**config.mk**
```make
export PLATFORM = sky130hd
export DESIGN_NAME = match_clear_timer
export DESIGN_NICKNAME = d
export VERILOG_FILES = /design/src/rtl/tmr_pkg.sv /design/src/rtl/tmr_ctrl.sv /design/src/rtl/tmr_datapath.sv /design/src/rtl/match_clear_timer.sv
export SDC_FILE = /design/constraint.sdc
export NUM_CORES = 1
export LEC_CHECK = 0
export ABC_CLOCK_PERIOD_IN_PS = 6550
export BUFFER_PORTS_ARGS = -buffer_cell sky130_fd_sc_hd__buf_4
export CAP_MARGIN = 10
export CORE_MARGIN = 1
export CORE_UTILIZATION = 65
export CTS_CLUSTER_DIAMETER = 60
export CTS_CLUSTER_SIZE = 16
export DETAILED_ROUTE_END_ITERATION = 10
export MAX_ROUTING_LAYER = met4
export PLACE_DENSITY_LB_ADDON = 0.25
export REMOVE_ABC_BUFFERS = 1
export SYNTH_ARGS = -nofsm -noshare
export SYNTH_HDL_FRONTEND = slang
export SYNTH_SLANG_ARGS = --single-unit
```
**constraint.sdc**
```tcl
create_clock -name clk -period 6.55 [get_ports clk]
set_clock_uncertainty 0.15 [all_clocks]
set_input_delay 0.9825 -clock clk [delete_from_list [all_inputs] [get_ports clk]]
set_output_delay 0.9825 -clock clk [all_outputs]
set_load 0.02 [all_outputs]
```
**src/rtl/tmr_pkg.sv**
```systemverilog
package tmr_pkg;
  localparam int ADDR_W = 3;
  localparam int NUM_CMP = 4;

  localparam logic [ADDR_W-1:0] ADDR_CTRL = 3'd0;
  localparam logic [ADDR_W-1:0] ADDR_CNT  = 3'd1;
  localparam logic [ADDR_W-1:0] ADDR_CMP0 = 3'd2;
  localparam logic [ADDR_W-1:0] ADDR_FLAG = 3'd6;

  // Strobes from control to datapath
  typedef struct packed {
    logic               tick;     // one count event this cycle
    logic [NUM_CMP-1:0] clrPick;  // compare register that clears the counter
  } tmrStrobe_t;
endpackage

```
**src/rtl/tmr_ctrl.sv**
```systemverilog
module tmr_ctrl
  import tmr_pkg::*;
#(
  parameter int DIV_STEP = 2
) (
  input  logic       clk,
  input  logic       rstN,
  input  logic       runEn,
  input  logic       extClk,
  input  logic       ctrlWr,
  input  logic [7:0] ctrlWrData,
  output logic [7:0] ctrlReg,
  output tmrStrobe_t strb
);
  localparam int PRE_W = 3 * DIV_STEP;
  localparam int TAP1  = DIV_STEP - 1;
  localparam int TAP2  = 2 * DIV_STEP - 1;
  localparam int TAP3  = 3 * DIV_STEP - 1;

  logic [PRE_W-1:0] divCnt;
  logic [1:0]       extSync;
  logic             selLevel;
  logic             prevLevel;
  logic             riseHit;
  logic             fallHit;
  logic             edgeHit;
  logic             fastSrc;

  // Control register: writes are ignored while running
  always_ff @(posedge clk or negedge rstN) begin
    if (!rstN)                 ctrlReg <= '0;
    else if (ctrlWr && !runEn) ctrlReg <= ctrlWrData;
  end

  // Free-running prescaler and external pin synchronizer
  always_ff @(posedge clk or negedge rstN) begin
    if (!rstN) begin
      divCnt    <= '0;
      extSync   <= '0;
      prevLevel <= 1'b0;
    end else begin
      divCnt    <= divCnt + 1'b1;
      extSync   <= {extSync[0], extClk};
      prevLevel <= selLevel;
    end
  end

  always_comb begin
    unique case (ctrlReg[2:0])
      3'b000:  selLevel = 1'b0;
      3'b001:  selLevel = divCnt[TAP1];
      3'b010:  selLevel = divCnt[TAP2];
      3'b011:  selLevel = divCnt[TAP3];
      default: selLevel = extSync[1];
    endcase
  end

  assign fastSrc = (ctrlReg[2:0] == 3'b000);
  assign riseHit = selLevel & ~prevLevel;
  assign fallHit = ~selLevel & prevLevel;

  always_comb begin
    if (ctrlReg[4])      edgeHit = riseHit | fallHit;
    else if (ctrlReg[3]) edgeHit = fallHit;
    else                 edgeHit = riseHit;
  end

  assign strb.tick = runEn & (fastSrc | edgeHit);

  // Clear-source decode; reserved codes mean no clearing
  always_comb begin
    unique case (ctrlReg[7:5])
      3'b001:  strb.clrPick = 4'b0001;
      3'b010:  strb.clrPick = 4'b0010;
      3'b101:  strb.clrPick = 4'b0100;
      3'b110:  strb.clrPick = 4'b1000;
      default: strb.clrPick = 4'b0000;
    endcase
  end

  // control register frozen while running
  p_ctrl_hold_r2: assert property (@(posedge clk) disable iff (!rstN)
    runEn |=> ctrlReg == $past(ctrlReg));

  // no count event while stopped
  p_run_gate_r3: assert property (@(posedge clk) disable iff (!rstN)
    !runEn |-> !strb.tick);

  // undivided source ticks every running cycle
  p_fast_tick_r4: assert property (@(posedge clk) disable iff (!rstN)
    (runEn && ctrlReg[2:0] == 3'b000) |-> strb.tick);

  // at most one clear source
  p_clr_single_r7: assert property (@(posedge clk) disable iff (!rstN)
    $onehot0(strb.clrPick));
endmodule

```
**src/rtl/tmr_datapath.sv**
```systemverilog
module tmr_datapath
  import tmr_pkg::*;
#(
  parameter int CNT_W = 16
) (
  input  logic               clk,
  input  logic               rstN,
  input  tmrStrobe_t         strb,
  input  logic               busWe,
  input  logic [ADDR_W-1:0]  busAddr,
  input  logic [CNT_W-1:0]   busWrData,
  input  logic [7:0]         ctrlView,
  output logic [CNT_W-1:0]   busRdData,
  output logic [NUM_CMP-1:0] matchFlag
);
  logic [CNT_W-1:0]   counter;
  logic [CNT_W-1:0]   cmpReg [NUM_CMP];
  logic [NUM_CMP-1:0] matchNow;
  logic               cntWr;
  logic               flagWr;
  logic               clrHit;

  assign cntWr  = busWe && (busAddr == ADDR_CNT);
  assign flagWr = busWe && (busAddr == ADDR_FLAG);

  for (genvar i = 0; i < NUM_CMP; i++) begin : g_cmp
    logic cmpWr;
    assign cmpWr       = busWe && (busAddr == ADDR_W'(ADDR_CMP0 + i));
    assign matchNow[i] = (counter == cmpReg[i]);

    always_ff @(posedge clk or negedge rstN) begin
      if (!rstN)      cmpReg[i] <= '1;
      else if (cmpWr) cmpReg[i] <= busWrData;
    end

    always_ff @(posedge clk or negedge rstN) begin
      if (!rstN)                             matchFlag[i] <= 1'b0;
      else if (strb.tick && matchNow[i])     matchFlag[i] <= 1'b1;
      else if (flagWr && busWrData[i])       matchFlag[i] <= 1'b0;
    end
  end

  assign clrHit = |(strb.clrPick & matchNow);

  always_ff @(posedge clk or negedge rstN) begin
    if (!rstN)          counter <= '0;
    else if (cntWr)     counter <= busWrData;
    else if (strb.tick) counter <= clrHit ? '0 : counter + 1'b1;
  end

  always_comb begin
    busRdData = '0;
    if (busAddr == ADDR_CTRL)      busRdData = CNT_W'(ctrlView);
    else if (busAddr == ADDR_CNT)  busRdData = counter;
    else if (busAddr == ADDR_FLAG) busRdData = CNT_W'(matchFlag);
    else begin
      for (int i = 0; i < NUM_CMP; i++)
        if (busAddr == ADDR_W'(ADDR_CMP0 + i)) busRdData = cmpReg[i];
    end
  end

  // counter holds without a tick or write
  p_cnt_hold_r3: assert property (@(posedge clk) disable iff (!rstN)
    (!strb.tick && !cntWr) |=> counter == $past(counter));

  // plain increment with wrap
  p_cnt_inc_r8: assert property (@(posedge clk) disable iff (!rstN)
    (strb.tick && !clrHit && !cntWr) |=> counter == CNT_W'($past(counter) + 1'b1));

  // selected match clears on the count event
  p_cnt_clear_r7: assert property (@(posedge clk) disable iff (!rstN)
    (strb.tick && clrHit && !cntWr) |=> counter == '0);

  // flags stay set without a flag write
  p_flag_sticky_r9: assert property (@(posedge clk) disable iff (!rstN)
    !flagWr |=> (matchFlag & $past(matchFlag)) == $past(matchFlag));
endmodule

```
**src/rtl/match_clear_timer.sv**
```systemverilog
module match_clear_timer
  import tmr_pkg::*;
(
  input  logic        clk,
  input  logic        rstN,
  input  logic        runEn,
  input  logic        extClk,
  input  logic        busWe,
  input  logic [2:0]  busAddr,
  input  logic [15:0] busWrData,
  output logic [15:0] busRdData,
  output logic [3:0]  matchFlag
);
  tmrStrobe_t strb;
  logic [7:0] ctrlReg;
  logic       ctrlWr;

  assign ctrlWr = busWe && (busAddr == ADDR_CTRL);

  tmr_ctrl #(.DIV_STEP(2)) ctrl_i (
    .clk        (clk),
    .rstN       (rstN),
    .runEn      (runEn),
    .extClk     (extClk),
    .ctrlWr     (ctrlWr),
    .ctrlWrData (busWrData[7:0]),
    .ctrlReg    (ctrlReg),
    .strb       (strb)
  );

  tmr_datapath #(.CNT_W(16)) dp_i (
    .clk       (clk),
    .rstN      (rstN),
    .strb      (strb),
    .busWe     (busWe),
    .busAddr   (busAddr),
    .busWrData (busWrData),
    .ctrlView  (ctrlReg),
    .busRdData (busRdData),
    .matchFlag (matchFlag)
  );
endmodule

```
# After elaboration in Yosys (flattened, before gate mapping)
# Index checks and enable logic that the tools add are counted.
[classes]
n_addsub = 2
eq_ne = 17
muxes = 22
n_bitwise = 8
n_reduce_logical = 25
[ops]
columns = ["operator", "count"]
rows = [
  ["$mux W16", 10],
  ["$eq A16 B16 Y1", 4],
  ["$add A16 B1 Y16 const B", 1],
  ["$logic_and A1 B1 Y1", 16],
  ["$pmux W4 S4", 1],
  ["$eq A3 B2 Y1 const B", 5],
  ["$eq A3 B3 Y1 const B", 5],
  ["$mux W1", 10],
  ["$reduce_bool A2 Y1", 5],
  ["$eq A3 B1 Y1 const B", 3],
  ["$add A6 B1 Y6 const B", 1],
  ["$logic_not A3 Y1", 2],
  ["$and A4 B4 Y4", 1],
  ["$pmux W1 S4", 1],
  ["$reduce_or A4 Y1", 1],
  ["$and A1 B1 Y1", 3],
  ["$not A1 Y1", 2],
  ["$or A1 B1 Y1", 2],
  ["$logic_not A1 Y1", 1],
]
[totals]
regBits = 101
input_bits = 24
out_inout_bits = 20
wordCells = 87

# Longest topological paths before layout
# Gate-level depths: netlist (run 1).
[logic_depth]
ltp_word = 10
mapped_depth = 13
mapped_depth_nobuf = 11

# Cells and area by module
# A second synthesis (run 1) with hierarchy kept.
[unflattened]
cells_unflattened = 520
hier_area_um2 = 6108.4
[modules_own_cells]
columns = ["module", "instances", "cells_per_inst", "area_per_inst_um2", "seq_area_each_um2"]
rows = [
  ["tmr_datapath", 1, 462, 5361.4, 2182.1],
  ["tmr_ctrl", 1, 57, 732.0, 425.4],
  ["match_clear_timer", 1, 1, 15.0, 0.0],
]

# Least setup slack after synthesis (run 1)
# No wires, ideal clock.
[synth_path]
path_type = "input -> output"
start = "input busAddr[0]"
end = "output busRdData[10]"
t_arrival_ns = 2.319
path_slack_ns = 3.099
path_stages = 5
cell_sequence = "buf_4 > buf_1 > buf_2 > mux2i_1 > o22ai_1"
[synth_via]
elab_chain_cells = 8
elab_cells_between_ends = 14
[synth_rtl]
columns = ["element", "line", "source"]
rows = [
  ["start, declared", "match_clear_timer.sv:9", "input logic [2:0] busAddr,"],
  ["$eq A3 B2 Y1", "tmr_datapath.sv:58", "if (busAddr == ADDR_W'(ADDR_CMP0 + i)) busRdData = cmpReg[i];"],
  ["$mux W16 (4 in a row)", "tmr_datapath.sv:58", ""],
  ["$mux W16", "tmr_datapath.sv:55", "else if (busAddr == ADDR_FLAG) busRdData = CNT_W'(matchFlag);"],
  ["$mux W16", "tmr_datapath.sv:54", "else if (busAddr == ADDR_CNT) busRdData = counter;"],
  ["$mux W16 (*)", "tmr_datapath.sv:53", "if (busAddr == ADDR_CTRL) busRdData = CNT_W'(ctrlView);"],
  ["end, declared", "match_clear_timer.sv:11", "output logic [15:0] busRdData,"],
]
# Every way passes the cells marked *; elsewhere a longest branch is shown, timed or not.

# Worst setup path after layout (run 1)
[layout_path]
start = "input busAddr[0]"
end = "output busRdData[11]"
# Same word-level chain as after synthesis.

==> results of run 1 <==
## registers in the layout, summed over array words and instances (netlist names)
name,flops
ctrl_i.ctrlReg,8
ctrl_i.divCnt,6
ctrl_i.extSync,2
ctrl_i.prevLevel,1
dp_i.cmpReg,64
dp_i.counter,16
dp_i.matchFlag,4
## per-layer routing
metal / global-route usage (%) / wire length [µm] / part of all wire (%)
met1: 45.1 / 6020 / 41
met2: 50.5 / 6940 / 48
met3: 7.12 / 1270 / 8.7
met4: 12.2 / 367 / 2.5
met5: - / 0 / 0
## layout by cell type, fill, tap and decap left out, types with 11 or more instances in the layout
cell type	instances
a21oi_1	27
buf_4	48
dfrtp_1	37
dfstp_2	64
inv_1	11
mux2_2	80
mux2i_1	20
nand2_1	18
nor2_1	25
nor4_1	16
o22ai_1	21
xor2_1	72
## logic make-up (layout without fill, tap and decap cells)
family | after synthesis | count (layout) | synth area share, %
flops | 101 | 101 | 43.9
fa+ha+maj | 4 | 4 | 0.843
buf+inv | 50 | 76 | 4.59
compound gates | 82 | 82 | 9.08
xor+xnor | 82 | 82 | 12.2
simple gates | 102 | 102 | 9.27
mux | 104 | 104 | 20.1
## worst min path at each step
stage                                      from                     endpoint  slack [ps]  depth (start not counted)
finish              ctrl_i.extSync[0]$_DFF_PN0_  ctrl_i.extSync[1]$_DFF_PN0_         220                          0
floorplan           ctrl_i.extSync[0]$_DFF_PN0_  ctrl_i.extSync[1]$_DFF_PN0_         180                          0
global placement    ctrl_i.extSync[0]$_DFF_PN0_  ctrl_i.extSync[1]$_DFF_PN0_         180                          0
detailed placement  ctrl_i.extSync[0]$_DFF_PN0_  ctrl_i.extSync[1]$_DFF_PN0_         200                          0
global route        ctrl_i.extSync[0]$_DFF_PN0_  ctrl_i.extSync[1]$_DFF_PN0_         230                          0
CTS                 ctrl_i.extSync[0]$_DFF_PN0_  ctrl_i.extSync[1]$_DFF_PN0_         230                          0
## worst max-delay path, stage by stage
cell      delay [ps]
buf_4            470
clkinv_1         450
nor2_1           680
a22oi_1          200
o22ai_1          200
buf_4            180
## power by group
group	leakage, nW	switching [mW]	total (mW)	internal (mW)
clock	0.109	0.244	0.432	0.188
sequential	1.13	0.266	1.11	0.842
combinational	1.50	0.420	0.809	0.389
## stage by stage
stage | hold slack [ps] | std cells
after CTS | 227 | 659
after detailed placement | 202 | 643
after floorplan | 181 | 487
after global routing | 235 | 659
final | 220 | 659
after global placement | 182 | 643
## final cells by class
type                       count  share of cell area, %
inverter                      12                  0.701
clock buffer                   9                   1.93
tap                          108                   2.10
sequential                   101                   40.6
multi-input combinational    374                   47.7
timing repair buffer          48                   5.61
clock inverter                 7                   1.36
==> impl_metrics.csv, run 1 <==
group,metric,value,unit
placed_design,gp_congestion,0.915,
timing,drv_slew,0,
yosys,yosysMostFrequentCell,"mux2_2",
placed_design,placed_cell_area,6210,µm²
detailed_routing,drtIter0Drc,321,
pwr,p_leak,2.73,nW
yosys,ys.flop_type,"dfstp_2",
yosys,ys_top_cells_by_count,"mux2_2, xor2_1, dfstp_2",
worst_setup_path,r2r_end,"dp_i.counter[11]$_DFFE_PN0P_",
floorplan,fp.dieW,97.6,µm
worst_setup_path,worstPathRequired,5420,ps
worst_setup_path,r2r_setup_slack,3300,ps
grt,grt_pass1_wl,23500,µm
timing,finalSetupViolCount,0,
cells_and_area,area_growth,8.16,%
cts,cts_tree,"done",
yosys,synth_edf_count,0,
cells_and_area,multiInputGateArea,3060,µm²
worst_setup_path,reg2reg_from,"ctrl_i.ctrlReg[0]$_DFFE_PN0P_",
hold_path,hp-class,"flip-flop to flip-flop",
cts,cts.path.max_buffers,2,
cts,cts_setup_buffers,0,
cells_and_area,diodes,0,
worst_setup_path,arrival,3190,ps
worst_setup_path,cp-end-kind,"output pin",
yosys,synthesis.area,5940,µm²
floorplan,ios,44,
yosys,ys_ff_latch,101,
yosys,yosysWarnings,0,
worst_setup_path,setup.worst_path.start_class,"primary input",
timing,min_period_over_period,66.0,%
yosys,yosys-top-cells-area,"dfstp_2, dfrtp_1, mux2_2, xor2_1, mux2i_1",
grt,grt_start_max_net_pins,66,
timing,maxSlewHeadroom,31.8,%
timing,fin_ws,2220,ps
floorplan,num_rows,34,
timing,finalCriticalPeriod,4330,ps
yosys,ys_seq_area_share,43.9,%
cells_and_area,nFillCells,651,
yosys,yosys.area.top_type,"dfstp_2",
detailed_routing,antenna_left,0,
detailed_routing,drt_wl_total,14600,µm
grt,grt_overflow_total,0,
timing,hold_viol,0,
grt,grt_usage,33.5,%
grt,antenna_found_initial,0,
cts,cts_sinks,101,
floorplan,start_util,67.7,%
floorplan,fp.coreArea,8760,µm²
worst_setup_path,worst_r2r_path_depth,11,
cts,numCtsBuffers,9,
cells_and_area,final_core_util,73.3,%
yosys,synth_cells,525,
timing,tns,0,ps
detailed_routing,vias,4353,
cts,ctsResizeCount,0,
cts,clk_latency,390,ps
cells_and_area,final_cell_area,6420,µm²
detailed_routing,drc,0,
detailed_routing,wl_per_cell,22.2,µm
yosys,ys_async_sr_fraction,100,%
cells_and_area,nNetsFinal,574,
cells_and_area,drive_gt1_share,41.0,%
yosys,synth_cell_type_count,45,
timing,worst_pin_slew,1020,ps
cts,cts_max_level,3,
timing,rsz0062_at_grt,"no",
pwr,p_per_area,366,nW/µm²
worst_setup_path,crit_path_end,"busRdData[11]",
cells_and_area,seqCellArea,2610,µm²
pwr,finalPower,2.35,mW
yosys,yosysTopAreaCellShare,28.3,%
pwr,ir_drop,199,µV
worst_setup_path,crit_type,"primary input to output pin",
cts,cts-root-buf,"clkbuf_8",
worst_setup_path,startpoint,"busAddr[0]",
cts,path_clk_slew,110,ps
detailed_routing,first_pass_iters,5,
timing,timing.fmax,231,MHz
run,max-cap-violations,0,
floorplan,dieArea,9520,µm²
floorplan,die-height,97.6,µm
cts,ctsHoldBuffers,0,
detailed_routing,via_per_inst,6.61,
placed_design,post-place-ws,2290,ps
status,outcome,"finished clean",
placed_design,portBuffers,43,
placed_design,dp_hpwl,9900,µm
grt,grt_pass1_vias,4265,
yosys,syn_avg_cell_area,11.3,µm²
worst_setup_path,crit_fanout,37,
Power figures use the tool's default switching activity.
==> run 2: changes to the inputs <==
ABC_CLOCK_PERIOD_IN_PS = 3700   (was 6550)
CORE_UTILIZATION = 55   (was 65)
clock period = 3.7 ns   (was 6.55 ns; I/O delays follow)
==> run 2 against run 1 <==
  * Combinational power grew 79%
  * First-iteration DRC count down 2.8%
  * Register-to-register slack worse by 2600 ps
  * Wire length increased by 6.3%
  * Highest routed layer unchanged
  * Critical path depth grew 1
  * Worst setup slack worse by 1700 ps
  * Die area grew 18%
  * Clock power is 52% higher
  * Sequential share of layout area shrank 0.28 points
  * Global-route usage down 3.1 points
==> impl_metrics.csv, run 2 (synthesis results as in run 1) <==
group,metric,value,unit
status,outcome,"finished clean",
pwr,pwr-share-clk,16.2,%
pwr,switching_share,40.4,%
timing,timing.fmax,318,MHz
grt,grt_use_met2,47.4,%
floorplan,start_util,57.0,%
floorplan,fp.coreArea,10400,µm²
timing,maxSlewHeadroom,28.9,%
detailed_routing,drtIter0Drc,312,
cells_and_area,fin_cells,693,
grt,met1_usage,40.8,%
timing,rsz0062_at_grt,"no",
cts,cts.path.max_buffers,2,
pwr,power.switching,1.65,mW
cts,ctsHoldBuffers,0,
worst_setup_path,arrival,2440,ps
cts,clk_latency,390,ps
worst_setup_path,crit_type,"primary input to output pin",
timing,whs,111,ps
cells_and_area,final_cell_mix,"mux2_2, xor2_1, dfstp_2",
floorplan,ios,44,
grt,grt_start_max_net_pins,82,
hold_path,hp-class,"primary input to flip-flop",
cts,cts_max_level,3,
placed_design,dp_hpwl,10700,µm
pwr,seq_power_share,48.3,%
cts,path_clk_slew,100,ps
detailed_routing,drc,0,
grt,grt_pass1_wl,24400,µm
timing,drv_slew,0,
cells_and_area,final_common_cell,"mux2_2",
pwr,power.internal,2.43,mW
grt,antenna_found_initial,0,
pwr,p_per_area,631,nW/µm²
cells_and_area,largest_register_ffs,64,
grt,grt_usage,30.4,%
worst_setup_path,worstPathRequired,2990,ps
cts,cts_sinks,101,
floorplan,die-height,106,µm
timing,tns,0,ps
pwr,finalPower,4.08,mW
worst_setup_path,crit_fanout,10,
cells_and_area,diodes,0,
cells_and_area,reg.largest.list,"dp_i.cmpReg: 64 flops, dp_i.counter: 16 flops, ctrl_i.ctrlReg: 8 flops",
timing,fin_ws,555,ps
detailed_routing,vias,4222,
run,max-cap-violations,0,
grt,grt_overflow_total,0,
placed_design,post-place-ws,609,ps
detailed_routing,first_pass_iters,6,
timing,finalCriticalPeriod,3150,ps
detailed_routing,antenna_left,0,
pwr,p_comb_share,35.5,%
timing,finalSetupViolCount,0,
pwr,p_leak,2.74,nW
placed_design,dp.cells,677,
detailed_routing,wl_per_cell,22.4,µm
floorplan,num_rows,37,
cells_and_area,area_growth,8.89,%
cts,numCtsBuffers,9,
cells_and_area,nFillCells,864,
floorplan,fp.dieW,106,µm
cts,cts_setup_buffers,0,
placed_design,portBuffers,43,
cts,ctsResizeCount,0,
worst_setup_path,setup.worst_path.start_class,"primary input",
worst_setup_path,cp-end-kind,"output pin",
floorplan,dieArea,11200,µm²
grt,top_usage_layer,"met2",
cells_and_area,top_register,"dp_i.cmpReg",
detailed_routing,drt_wl_total,15500,µm
cts,cts_tree,"done",
grt,grt_pass1_vias,4314,
timing,hold_viol,0,
timing,min_period_over_period,85.0,%
cts,cts-root-buf,"clkbuf_8",
cells_and_area,drive_gt1_share,41.7,%
cells_and_area,nNetsFinal,580,
placed_design,gp_congestion,0.915,
timing,worst_pin_slew,1070,ps
detailed_routing,via_per_inst,6.09,
pwr,ir_drop,317,µV
grt,gr-usage-met3,6.56,%
-- run 2: layout make-up --
cell class	instances	area, µm²	share of cell area, %
clock buffers	9	124	1.92
repair buffers	54	405	6.27
multi-input cells	374	3060	47.4
inverters	12	45.0	0.697
clock inverters	7	51.3	0.793
flip-flops and latches	101	2610	40.3
well taps	136	170	2.63
-- run 2: metrics by stage --
stage / instance area [µm²] / util, %
finish: 6460 / 62.1
CTS: 6460 / 62.1
global route: 6460 / 62.1
detailed placement: 6290 / 60.4
global placement: 6290 / 60.4
floorplan: 5710 / -
-- run 2: worst paths after layout --
check	start	end	slack, ps	cells past startpoint
max in group asynchronous	rstN	dp_i.cmpReg[29]$_DFFE_PN1P_	2300	2
worst max-delay path	busAddr[0]	busRdData[0]	550	7
min in group asynchronous	rstN	dp_i.counter[11]$_DFFE_PN0P_	190	1
worst min-delay path	extClk	ctrl_i.extSync[0]$_DFF_PN0_	110	1
worst min register to register	ctrl_i.extSync[0]$_DFF_PN0_	ctrl_i.extSync[1]$_DFF_PN0_	210	0
worst max register to register	ctrl_i.ctrlReg[0]$_DFFE_PN0P_	dp_i.counter[3]$_DFFE_PN0P_	670	10
-- run 2: power groups by stage --
stage,sequential (mW),clock [mW],combinational (mW)
after CTS,1.96,0.674,1.43
after floorplan,1.85,0,0.979
after global placement,1.96,0,1.39
after detailed placement,1.98,0,1.41
final,1.97,0.658,1.45
after global routing,2.02,0.715,1.55
-- run 2: worst max-delay path, stage by stage --
cell and delay, ps:
buf_4 90, clkinv_1 390, nor2_1 700, a22o_1 260, a211oi_1 100, a21oi_1 170
buf_4 170
-- run 2: routing by layer --
layer	wire, µm	vias to the layer above
li1	-	1934
met1	6960	2144
met5	0	-
met3	821	19
met2	7510	125
met4	240	0
